===== config.mk =====
export PLATFORM = sky130hd
export DESIGN_NAME = mont_mul_top
export DESIGN_NICKNAME = d
export VERILOG_FILES = /design/src/rtl/mont_pkg.sv /design/src/rtl/mont_ctrl.sv /design/src/rtl/mont_step.sv /design/src/rtl/mont_fix.sv /design/src/rtl/mont_mul_top.sv
export SDC_FILE = /design/constraint.sdc
export NUM_CORES = 1
export LEC_CHECK = 0
export BUFFER_PORTS_ARGS = -buffer_cell sky130_fd_sc_hd__buf_2
export CORE_ASPECT_RATIO = 1.2
export CORE_MARGIN = 10
export CORE_UTILIZATION = 30
export DETAILED_ROUTE_END_ITERATION = 10
export MAX_ROUTING_LAYER = met4
export PLACE_DENSITY = 0.52
export SETUP_SLACK_MARGIN = 0.15
export SLEW_MARGIN = 25
export SYNTH_ARGS = -nofsm -noshare
export SYNTH_HDL_FRONTEND = slang
export SYNTH_SLANG_ARGS = --single-unit

===== constraint.sdc =====
create_clock -name clk -period 4.95 [get_ports clk]
set_input_delay 0.495 -clock clk [delete_from_list [all_inputs] [get_ports clk]]
set_output_delay 0.495 -clock clk [all_outputs]
set_load 0.01 [all_outputs]

===== src/rtl/mont_pkg.sv =====
package mont_pkg;
  typedef enum logic [1:0] {
    ST_IDLE = 2'd0,
    ST_RUN  = 2'd1,
    ST_FIX  = 2'd2
  } mont_state_e;
endpackage


===== src/rtl/mont_ctrl.sv =====
module mont_ctrl #(
  parameter int K = 64
) (
  input  logic clk,
  input  logic rst_n,
  input  logic in_valid,
  output logic accept,
  output logic step_en,
  output logic fix_en,
  output logic busy
);
  import mont_pkg::*;
  localparam int CW = $clog2(K + 1);
  localparam logic [CW-1:0] LAST = CW'(K - 1);

  mont_state_e state_q;
  logic [CW-1:0] cnt_q;

  assign accept  = (state_q == ST_IDLE) && in_valid;
  assign step_en = (state_q == ST_RUN);
  assign fix_en  = (state_q == ST_FIX);
  assign busy    = (state_q != ST_IDLE);

  always_ff @(posedge clk or negedge rst_n) begin
    if (!rst_n) begin
      state_q <= ST_IDLE;
      cnt_q   <= '0;
    end else begin
      case (state_q)
        ST_IDLE: if (in_valid) begin
          state_q <= ST_RUN;
          cnt_q   <= '0;
        end
        ST_RUN: begin
          cnt_q <= cnt_q + 1'b1;
          if (cnt_q == LAST) state_q <= ST_FIX;
        end
        ST_FIX:  state_q <= ST_IDLE;
        default: state_q <= ST_IDLE;
      endcase
    end
  end


  fix_after_run_chk: assert property (@(posedge clk) disable iff (!rst_n)
    (step_en && cnt_q == LAST) |=> fix_en);
endmodule


===== src/rtl/mont_step.sv =====
module mont_step #(
  parameter int K = 64
) (
  input  logic         clk,
  input  logic         rst_n,
  input  logic         load,
  input  logic         step_en,
  input  logic [K-1:0] a_in,
  input  logic [K-1:0] b_in,
  input  logic [K-1:0] n_in,
  output logic [K:0]   acc,
  output logic [K-1:0] mod_q
);
  localparam int SW = K + 2;

  logic [K-1:0] a_q, b_q;
  logic [K:0]   u_q;
  logic         a_bit, add_n;
  logic [SW-1:0] with_b, with_n;

  assign a_bit  = a_q[0];
  assign add_n  = u_q[0] ^ (a_bit & b_q[0]);
  assign with_b = SW'(u_q) + (a_bit ? SW'(b_q) : '0);
  assign with_n = with_b + (add_n ? SW'(mod_q) : '0);

  always_ff @(posedge clk or negedge rst_n) begin
    if (!rst_n) begin
      a_q   <= '0;
      b_q   <= '0;
      mod_q <= '0;
      u_q   <= '0;
    end else if (load) begin
      a_q   <= a_in;
      b_q   <= b_in;
      mod_q <= n_in;
      u_q   <= '0;
    end else if (step_en) begin
      a_q <= a_q >> 1;
      u_q <= with_n[K+1:1];
    end
  end

  assign acc = u_q;


  even_before_shift_chk: assert property (@(posedge clk) disable iff (!rst_n)
    (step_en && mod_q[0]) |-> (with_n[0] == 1'b0));


  acc_bound_chk: assert property (@(posedge clk) disable iff (!rst_n)
    (step_en && mod_q[0]) |-> (u_q < {mod_q, 1'b0}));
endmodule


===== src/rtl/mont_fix.sv =====
module mont_fix #(
  parameter int K = 64
) (
  input  logic         clk,
  input  logic         rst_n,
  input  logic         fix_en,
  input  logic [K:0]   acc,
  input  logic [K-1:0] mod_q,
  output logic [K-1:0] result,
  output logic         done
);
  logic [K:0]   diff;
  logic         need_sub;
  logic [K-1:0] res_q;
  logic         done_q;

  assign need_sub = (acc >= {1'b0, mod_q});
  assign diff     = acc - {1'b0, mod_q};

  always_ff @(posedge clk or negedge rst_n) begin
    if (!rst_n) begin
      res_q  <= '0;
      done_q <= 1'b0;
    end else begin
      done_q <= fix_en;
      if (fix_en) res_q <= need_sub ? diff[K-1:0] : acc[K-1:0];
    end
  end

  assign result = res_q;
  assign done   = done_q;


  done_pulse_chk: assert property (@(posedge clk) disable iff (!rst_n)
    done_q |=> !done_q);


  result_range_chk: assert property (@(posedge clk) disable iff (!rst_n)
    (done_q && mod_q[0]) |-> (res_q < mod_q));


  result_hold_chk: assert property (@(posedge clk) disable iff (!rst_n)
    !$past(fix_en) |-> $stable(res_q));
endmodule


===== src/rtl/mont_mul_top.sv =====
module mont_mul_top #(
  parameter int K = 64
) (
  input  logic         clk,
  input  logic         rst_n,
  input  logic         in_valid,
  output logic         in_ready,
  input  logic [K-1:0] op_a,
  input  logic [K-1:0] op_b,
  input  logic [K-1:0] modulus,
  output logic         busy,
  output logic         done,
  output logic [K-1:0] result
);
  logic accept, step_en, fix_en;
  logic [K:0]   acc;
  logic [K-1:0] mod_q;

  mont_ctrl #(.K(K)) ctrl_i (
    .clk(clk), .rst_n(rst_n), .in_valid(in_valid),
    .accept(accept), .step_en(step_en), .fix_en(fix_en), .busy(busy)
  );

  mont_step #(.K(K)) step_i (
    .clk(clk), .rst_n(rst_n), .load(accept), .step_en(step_en),
    .a_in(op_a), .b_in(op_b), .n_in(modulus),
    .acc(acc), .mod_q(mod_q)
  );

  mont_fix #(.K(K)) fix_i (
    .clk(clk), .rst_n(rst_n), .fix_en(fix_en), .acc(acc), .mod_q(mod_q),
    .result(result), .done(done)
  );

  assign in_ready = !busy;


  ready_busy_chk: assert property (@(posedge clk) disable iff (!rst_n)
    in_ready == !busy);


  no_load_busy_chk: assert property (@(posedge clk) disable iff (!rst_n)
    (busy && in_valid) |=> $stable(mod_q));
endmodule


# Word level (Yosys, flattened, before mapping)
# Cells that the tools add are included.
# W data, S select, Z words.
[word_totals]
word_cells = 40
regBits = 331
inputBits = 195
output_inout_bits = 67
[op_classes]
eq_ne = 5
muxes = 12
n_reduce_logical = 8
bitwise = 2
add_sub_neg = 4
n_lt_le_gt_ge = 1
[op_table]
columns = ["cell", "n"]
rows = [
  ["$mux W64", 5],
  ["$mux W65", 2],
  ["$add A65 B64 Y66", 1],
  ["$add A66 B66 Y66", 1],
  ["$ge A65 B64 Y1", 1],
  ["$sub A64 B64 Y64", 1],
  ["$pmux W7 S2", 1],
  ["$add A7 B1 Y7 const B", 1],
  ["$eq A7 B6 Y1 const B", 1],
  ["$mux W7", 1],
  ["$reduce_bool A2 Y1", 3],
  ["$mux W2", 2],
  ["$ne A2 B2 Y1 const B", 2],
  ["$pmux W2 S2", 1],
  ["$reduce_and A2 Y1", 2],
  ["$eq A2 B1 Y1 const B", 1],
  ["$eq A2 B2 Y1 const B", 1],
  ["$logic_not A2 Y1", 1],
  ["$and A1 B1 Y1", 1],
  ["$logic_and A1 B1 Y1", 1],
  ["$logic_not A1 Y1", 1],
  ["$xor A1 B1 Y1", 1],
]

# Logic depth before layout (Yosys ltp)
# Gate-level depths: netlist of the first run.
[logic_depth]
depth_word = 6
mapped_depth = 19
depth_no_buf = 19

# Modules after synthesis
# Synthesis of the first run repeated with hierarchy kept, for this count alone.
[hier_totals]
hier_cells = 2547
hier_area_um2 = 23699.0
[by_module_without_submodules]
columns = ["mod", "cells_per_inst", "area_each_um2", "instances"]
rows = [
  ["mont_step", 1535, 16143.0, 1],
  ["mont_fix", 966, 7095.6, 1],
  ["mont_ctrl", 45, 456.7, 1],
  ["mont_mul_top", 1, 3.8, 1],
]

# Worst setup path after synthesis of the first run
# OpenSTA, ideal clock, no wires.
[synth_timing]
path_type = "register to register"
from = "register step_i.a_q[0]"
to = "register step_i.u_q[63] (netlist: step_i.acc[63])"
setup_ns = 0.069
arrival_ns = 4.663
path_stages_with_launch = 19
path_slack_ns = 0.218
path_buffers = 1
required_time_ns = 4.881
cell_sequence = "dfrtp_1 -> and2_1 -> xnor2_1 -> clkbuf_1 -> nand2_1 -> fa_1 -> inv_1 -> ha_1 -> nand3_1 -> o211ai_1 -> a31oi_1 -> o21ai_1 -> a41oi_1 -> o41ai_4 -> a21o_1 -> a21oi_1 -> o31a_1 -> or4_1 -> nand3_1"
[synth_between]
elab_chain_cells = 6
word_cells_on_any_way = 8
[synth_rtl]
columns = ["element", "line", "rtl"]
rows = [
  ["start, declared", "mont_step.sv:16", "logic [K-1:0] a_q, b_q;"],
  ["start signal, assigned", "mont_step.sv:33", "a_q <= a_in;"],
  ["start signal, assigned", "mont_step.sv:38", "a_q <= a_q >> 1;"],
  ["parallel branches: the longest is 3 deep, another holds $add A65 B64 Y66", "n/a", ""],
  ["$add A66 B66 Y66 *", "mont_step.sv:24", "assign with_n = with_b + (add_n ? SW'(mod_q) : '0);"],
  ["$mux W65 *", "mont_step.sv:37", "end else if (step_en) begin"],
  ["$mux W65 *", "mont_step.sv:32", "end else if (load) begin"],
  ["end signal, assigned", "mont_step.sv:39", "u_q <= with_n[K+1:1];"],
  ["end, declared", "mont_step.sv:17", "logic [K:0] u_q;"],
]
# Mark *: on every way between the ends. The select of a mux whose other input is x is not followed.
# A chain may end at the register's enable or synchronous reset.

# Worst setup path in the final report of the first run
# Same ends and word-level chain as after synthesis.

==> results of run 1 <==
cell families after synthesis:
| kind of cell | count (synthesis) |
|---|---|
| AND/OR/NAND/NOR | 1002 |
| AO/OA/AOI/OAI | 710 |
| buffers and inverters | 435 |
| flip-flops | 331 |
| adder cells (fa/ha/maj) | 195 |
| XOR/XNOR | 108 |
| multiplexers | 57 |
where the power goes:
group | switching [W] | internal, W | total, W
registers | 0 | 0.00271 | 0.00271
logic | 0.0000826 | 0.0000607 | 0.000143
clock network | 0.00132 | 0.00180 | 0.00312
total | 0.00140 | 0.00457 | 0.00597
stage by stage:
stage / setup TNS (ns) / hold slack [ns] / utilization (%) / setup slack, ns
2_1_floorplan: 0 / 0.199 / - / 0.218
3_3_place_gp: 0 / 0.456 / 33.8 / 0.0721
3_5_place_dp: -0.0172 / 0.463 / 33.8 / -0.0172
4_1_cts: 0 / 0.0375 / 35.7 / 0.197
5_1_grt: 0 / 0.0806 / 36.0 / 0.131
6_report: 0 / 0.0909 / 36.0 / 0.373
sequential cells by signal (all words and copies together) (netlist names):
| register | cells |
|---|---|
| step_i.mod_q | 64 |
| ctrl_i.state_q | 2 |
| ctrl_i.cnt_q | 7 |
| fix_i.result | 64 |
| step_i.b_q | 64 |
| step_i.a_q | 64 |
| step_i.acc | 65 |
| fix_i.done | 1 |
tightest hold or removal path, stage by stage:
cell	delay, ns
buf_2	0.07
nand2_1	0.04
nand2_1	0.04
metal layers:
metal,vias to the layer above,track usage [%],wire length [um]
met5,-,-,0
met4,0,6.01,2550
met3,118,3.19,4120
met2,463,29.8,37600
met1,9801,22.5,34900
li1,10000,-,-
repair_timing:
item / CTS / global route
gates resized for setup: 4 / 46
hold buffers: 1 / 0
buffers inserted: 0 / 1
pin swaps: 0 / 12
hold endpoints to repair: 73 / 0
setup endpoints to repair: 13 / 30
cell type report:
class | instances | share of cell area [%]
timing repair buffer | 343 | 7.65
clock buffer | 56 | 4.20
antenna | 6 | 0.0546
clock inverter | 19 | 0.751
inverter | 296 | 4.04
tap | 1017 | 4.63
sequential | 331 | 30.1
multi-input combinational | 2072 | 48.5
worst paths after layout:
check / end / slack (ns) / depth (start not counted)
max: step_i.acc[63] / 0.37 / 20
min: step_i.b_q[60] / 0.09 / 3
max reg2reg: step_i.acc[63] / 0.37 / 20
min reg2reg: fix_i.result[14] / 0.47 / 2
max in group asynchronous: step_i.mod_q[7] / 3.37 / 3
min in group asynchronous: fix_i.result[34] / 0.52 / 2
cells in the final DEF, fill, tap and decap left out, types with 13 or more instances in the layout:
master | netlist | layout
nand4_1 | 32 | 32
dfrtp_1 | 331 | 330
nand3_1 | 47 | 47
and2_1 | 16 | 14
nor2_1 | 82 | 79
buf_2 | 3 | 260
and3_1 | 19 | 19
xor2_1 | 41 | 41
fa_1 | 65 | 65
o21a_1 | 13 | 13
buf_4 | 1 | 67
mux2i_1 | 56 | 56
buf_12 | 1 | 13
inv_1 | 296 | 296
nand2_1 | 711 | 710
xnor2_1 | 67 | 66
o21ai_0 | 263 | 257
o21bai_1 | 25 | 24
a21oi_1 | 148 | 140
a21o_1 | 74 | 74
a31oi_1 | 28 | 23
clkbuf_16 | 0 | 42
a22oi_1 | 64 | 64
nor3_1 | 30 | 30
ha_1 | 130 | 124
==> results.py, run 1 <==
metrics = {
    "worst_setup_path": {
        "required_ns": 5.47,
        "cpLargestDelayFamily": "compound AO/OA/AOI/OAI gates",
        "rr_startpoint": "step_i.a_q[0]",
        "worst_path_largest_cell_delay_ns": 0.51,
        "slowest_stage": "fa_1",
        "crit_start": "step_i.a_q[0]",
        "start_kind": "flip-flop",
        "end_kind": "flip-flop",
        "cp.buffers_inverters": 4,
        "worst-path-max-fanout": 19,
        "path_cells": "and2_2 > xnor2_4 > buf_12 > buf_12 > buf_12 > nand2_1 > fa_1 > inv_1 > ha_4 > nand2_1 > nor2_2 > nand2_1 > o21ai_4 > a41oi_4 > o41ai_4 > a21o_1 > a21oi_1 > o31a_1 > or4_1 > nand3_1",
        "crit_type": "flip-flop to flip-flop",
        "arrival_ns": 5.10,
    },
    "logic_synthesis": {
        "ys_warn_count": 0,
        "yosys-mux-area-fraction_pct": 2.48,
        "synth-simple-area-share_pct": 18.3,
        "synthTopCellsByCount": "711 x nand2_1, 331 x dfrtp_1, 296 x inv_1, 263 x o21ai_0, 148 x a21oi_1",
        "synth.avg_cell_area_sq_um": 8.12,
        "yosys-top-cells-area": "dfrtp_1 36%, nand2_1 12%, ha_1 7.1%, o21ai_0 5.7%, fa_1 5.6%",
        "synth_compound_area_share_pct": 19.1,
        "yosysUniqueCellTypes": 73,
        "synth.most_common_cell": "nand2_1",
        "synth_xor_area_share_pct": 4.11,
        "syn_nets": 3228,
        "synth_edf_count": 0,
        "yosys_register_bits": 331,
        "seq_area_frac_synth_pct": 36.0,
        "synthCells": 2838,
        "yosys.area.top_type": "dfrtp_1",
        "synth_top_cell_area_share_pct": 36.0,
        "synth_ff_type": "dfrtp_1",
        "synth_adder_area_share_pct": 12.7,
        "ys_async_sr_fraction_pct": 100,
        "synth_top_family_by_area": "compound AO/OA/AOI/OAI gates",
        "synth.cell_area_sq_um": 23000,
    },
    "layout": {
        "multiInputGateArea_sq_um": 13300,
        "final_area_sq_um": 27500,
        "seq_area_sq_um": 8280,
        "nets": 3476,
        "nFillCells": 8145,
        "drive_gt1_share_pct": 14.9,
        "fin_cells": 4140,
        "area.growth.synth_to_final_pct": 19.3,
    },
    "place": {
        "dpl-instance-area_sq_um": 25800,
        "placed_cells": 4056,
        "gp_congestion": 0.916,
        "io_buffers": 261,
        "dp_hpwl_mm": 60.3,
    },
    "timing": {
        "hold_viol": 0,
        "rsz0062_at_grt": "yes",
        "finalCriticalPeriod_ns": 4.58,
        "min_period_over_period_pct": 92.5,
        "slew_viol_final": 0,
        "max_slew_margin_pct": 30.8,
        "fmax_mhz": 218,
        "worst_slew_pin_slew_ns": 1.04,
        "finalSetupViolCount": 0,
        "finalClockSkew_ns": 0.0294,
    },
    "route": {
        "wl_per_cell_um": 19.1,
        "totalWireLength_mm": 79.2,
        "drtPass1Iterations": 5,
        "viasPerCell": 4.93,
        "drc": 0,
        "drt_iter0_drc": 1268,
        "vias": 20400,
        "ant_nets": 0,
    },
    "clocking": {
        "root_buffer": "clkbuf_16",
        "htreeDepth": 2,
        "path_clk_slew_ns": 0.06,
        "clock_sinks": 331,
        "cts_tree": "yes",
        "insertion_delay_ns": 0.59,
        "cts.path.max_buffers": 3,
        "numCtsBuffers": 42,
    },
    "pwr": {
        "vdd_drop_max_mv": 0.197,
        "p_leak_nw": 14.4,
        "p_total_w": 0.00597,
        "power_density_nw_per_um2": 217,
    },
    "die": {
        "die_y_um": 324,
        "die-area_sq_um": 88300,
        "fp.coreArea_sq_um": 76200,
        "fp-row-count": 111,
        "pin_count": 262,
        "die_w_um": 273,
        "initial_core_util_pct": 30.2,
    },
    "global_routing": {
        "first_global_vias": 21100,
        "grt_usage_pct": 18.2,
        "grt_max_degree": 199,
        "grt-ovfl-total": 0,
        "grt_pass1_wl_mm": 123,
        "antenna_found_initial": 7,
    },
    "run_status": {
        "status": "finished, final reports clean",
    },
    "hold_path": {
        "hp-class": "input port to flip-flop",
        "hold_start": "op_b[60]",
    },
    "flow_run": {
        "drv_cap": 0,
    },
}
No activity file was read; power rests on OpenSTA's default activity.
==> run 2, diff against run 1 <==
--- a/config.mk
+++ b/config.mk
@@ -5,7 +5,8 @@
 export SDC_FILE = /design/constraint.sdc
 export NUM_CORES = 1
 export LEC_CHECK = 0
-export BUFFER_PORTS_ARGS = -buffer_cell sky130_fd_sc_hd__buf_2
+export ABC_AREA = 1
+export BUFFER_PORTS_ARGS = -buffer_cell sky130_fd_sc_hd__buf_4
 export CORE_ASPECT_RATIO = 1.2
 export CORE_MARGIN = 10
 export CORE_UTILIZATION = 30
==> results.py, run 2 <==
metrics = {
    "run_status": {
        "status": "finished, final reports clean",
    },
    "worst_setup_path": {
        "worst_path_largest_cell_delay_ns": 0.48,
        "slowest_stage": "fa_1",
        "rr_startpoint": "step_i.a_q[0]",
        "arrival_ns": 4.91,
        "crit_top_cell": "nand2_1",
        "cpLargestDelayFamily": "simple AND/OR/NAND/NOR gates",
        "required_ns": 5.44,
        "r2r_slack_ns": 0.53,
        "cp.buffers_inverters": 6,
        "rr_worst_depth": 22,
        "end_kind": "flip-flop",
        "crit_type": "flip-flop to flip-flop",
        "crit_cells": 22,
        "path_cells": "buf_4 > nand2_1 > inv_1 > fa_1 > ha_1 > inv_1 > fa_1 > inv_1 > nand2_1 > o21ai_0 > buf_4 > a21oi_1 > inv_1 > nand2_1 > nand2_1 > nand2_1 > nand2_1 > nand2_1 > nand2_1 > nand2_1 > nand3_1 > nand2_1",
        "worst-path-max-fanout": 64,
        "start_kind": "flip-flop",
        "reg2reg_to": "step_i.acc[44]",
    },
    "logic_synthesis": {
        "synth_ff_type": "dfrtp_1",
        "synth.most_common_cell": "nand2_1",
        "yosys-top-cells-area": "dfrtp_1 31%, nand2_1 22%, inv_1 9.8%, ha_1 6.0%, fa_1 4.8%",
        "seq_area_frac_synth_pct": 30.6,
        "synth_top_cell_area_share_pct": 30.6,
        "synth.avg_cell_area_sq_um": 6.47,
        "synth_edf_count": 0,
        "synth.cell_area_sq_um": 27100,
        "ys_warn_count": 0,
        "syn_nets": 4581,
        "yosys.area.top_type": "dfrtp_1",
        "yosys_register_bits": 331,
        "synthCells": 4191,
        "yosysUniqueCellTypes": 49,
        "ys_async_sr_fraction_pct": 100,
        "synthTopCellsByCount": "1618 x nand2_1, 704 x inv_1, 331 x dfrtp_1, 299 x nor2_1, 247 x nand3_1",
    },
    "die": {
        "initial_core_util_pct": 30.3,
        "die-area_sq_um": 103000,
        "fp-row-count": 120,
        "pin_count": 262,
        "die_y_um": 349,
        "die_w_um": 294,
        "fp.coreArea_sq_um": 89500,
    },
    "timing": {
        "rsz0062_at_grt": "no",
        "finalSetupViolCount": 0,
        "finalSetupTns_ns": 0,
        "slew_viol_final": 0,
        "timing.hold.ws_ns": 0.0815,
        "finalClockSkew_ns": 0.0256,
        "max_slew_margin_pct": 41.6,
        "finalCriticalPeriod_ns": 4.42,
        "worst_slew_pin_slew_ns": 0.876,
        "hold_viol": 0,
        "fmax_mhz": 226,
        "min_period_over_period_pct": 89.3,
        "fin_ws_ns": 0.530,
    },
    "layout": {
        "largest_reg_flops": 65,
        "seq_area_sq_um": 8280,
        "nets": 4806,
        "layout_common_cells": "1617 x nand2_1, 703 x inv_1, 330 x dfrtp_1, 297 x nor2_1, 284 x buf_4",
        "multiInputGateArea_sq_um": 15500,
        "n_antenna_cell": 0,
        "nFillCells": 9986,
        "final_common_cell": "nand2_1",
        "drive_gt1_share_pct": 11.3,
        "area.growth.synth_to_final_pct": 16.8,
    },
    "hold_path": {
        "hold_start": "op_b[44]",
        "hp-class": "input port to flip-flop",
        "whs_endpoint": "step_i.b_q[44]",
        "whs_path_depth": 3,
    },
    "route": {
        "ant_nets": 0,
        "drtPass1Iterations": 5,
        "drc": 0,
        "wl_per_cell_um": 20.3,
        "totalWireLength_mm": 114,
        "viasPerCell": 4.79,
        "vias": 26900,
        "drt_iter0_drc": 2016,
    },
    "clocking": {
        "htreeDepth": 2,
        "cts.path.max_buffers": 3,
        "clock_sinks": 331,
        "root_buffer": "clkbuf_16",
        "insertion_delay_ns": 0.61,
        "numCtsBuffers": 41,
        "cts_tree": "yes",
        "path_clk_slew_ns": 0.06,
    },
    "place": {
        "io_buffers": 261,
        "gp_congestion": 0.966,
        "pre_cts_ws_ns": 0.337,
        "dp_hpwl_mm": 93.3,
    },
    "global_routing": {
        "grt_max_degree": 140,
        "grt-ovfl-total": 0,
        "grt_usage_pct": 22.4,
        "antenna_found_initial": 0,
        "first_global_vias": 27200,
        "grt_pass1_wl_mm": 169,
    },
    "flow_run": {
        "drv_cap": 0,
    },
}
==> run 2: cell count changes after synthesis, sizes merged, moves of 63 or more <==
cell,delta
a21o,-70
a22oi,-63
inv,+437
nand2,+919
nand3,+262
nor2,+240
==> run 2: cell type report <==
class                   count  share of cell area (%)
flip-flops and latches    331                    26.2
multi-input cells        3015                    48.9
clock buffers              56                    3.77
repair buffers            292                    7.19
inverters                 735                    8.74
well taps                1159                    4.58
clock inverters            19                   0.684
==> run 2: worst min-delay path, stage by stage <==
cell and delay, ns:
buf_4 0.08, nand2_1 0.04, nand2_1 0.04
==> run 2: kinds of logic (layout without fill, tap and decap cells) <==
logic type                 Yosys count  after routing  share of synthesized area (%)
and+or+nand+nor                   2342           2342                           36.3
buffers and inverters              845           1102                           12.4
AOI/OAI and AO/OA                  439            439                           8.63
DFF                                331            331                           30.6
adders and majority gates          195            195                           10.8
xor gates and xnor gates            39             39                           1.26
==> run 2: repair_timing <==
item | 4_1_cts | 5_1_grt
buffers inserted | 0 | 0
gates resized for setup | 0 | 1
setup endpoints to repair | 0 | 2
endpoints found under the hold margin | 74 | 0
hold buffers | 1 | 0
==> run 2: worst max path at each step <==
stage	startpoint	to	slack, ns
detailed placement	step_i.a_q[0]	step_i.acc[48]	0.34
CTS	step_i.a_q[0]	step_i.acc[64]	0.34
finish	step_i.a_q[0]	step_i.acc[44]	0.53
floorplan	step_i.a_q[0]	step_i.acc[60]	1.76
global placement	step_i.a_q[0]	step_i.acc[48]	0.32
global route	step_i.a_q[0]	step_i.acc[44]	0.20
==> run 2: routing by layer <==
layer  part of all wire [%]  track usage [%]
met1                     45             29.0
met2                     46             35.4
met3                    5.5             2.72
met4                    4.0             8.33
met5                      0                -
==> run 2: through the flow <==
step                instances  util (%)  instance area (sq um)
global route             5607      35.4                  31700
finish                   5607      35.4                  31700
floorplan                4191         -                  27100
CTS                      5607      35.4                  31700
global placement         5531      33.8                  30200
detailed placement       5531      33.8                  30200
Power of run 2 is left out: the tool's default activity adds up to more than one toggle a clock period on the data nets, which glitch-free logic cannot reach.
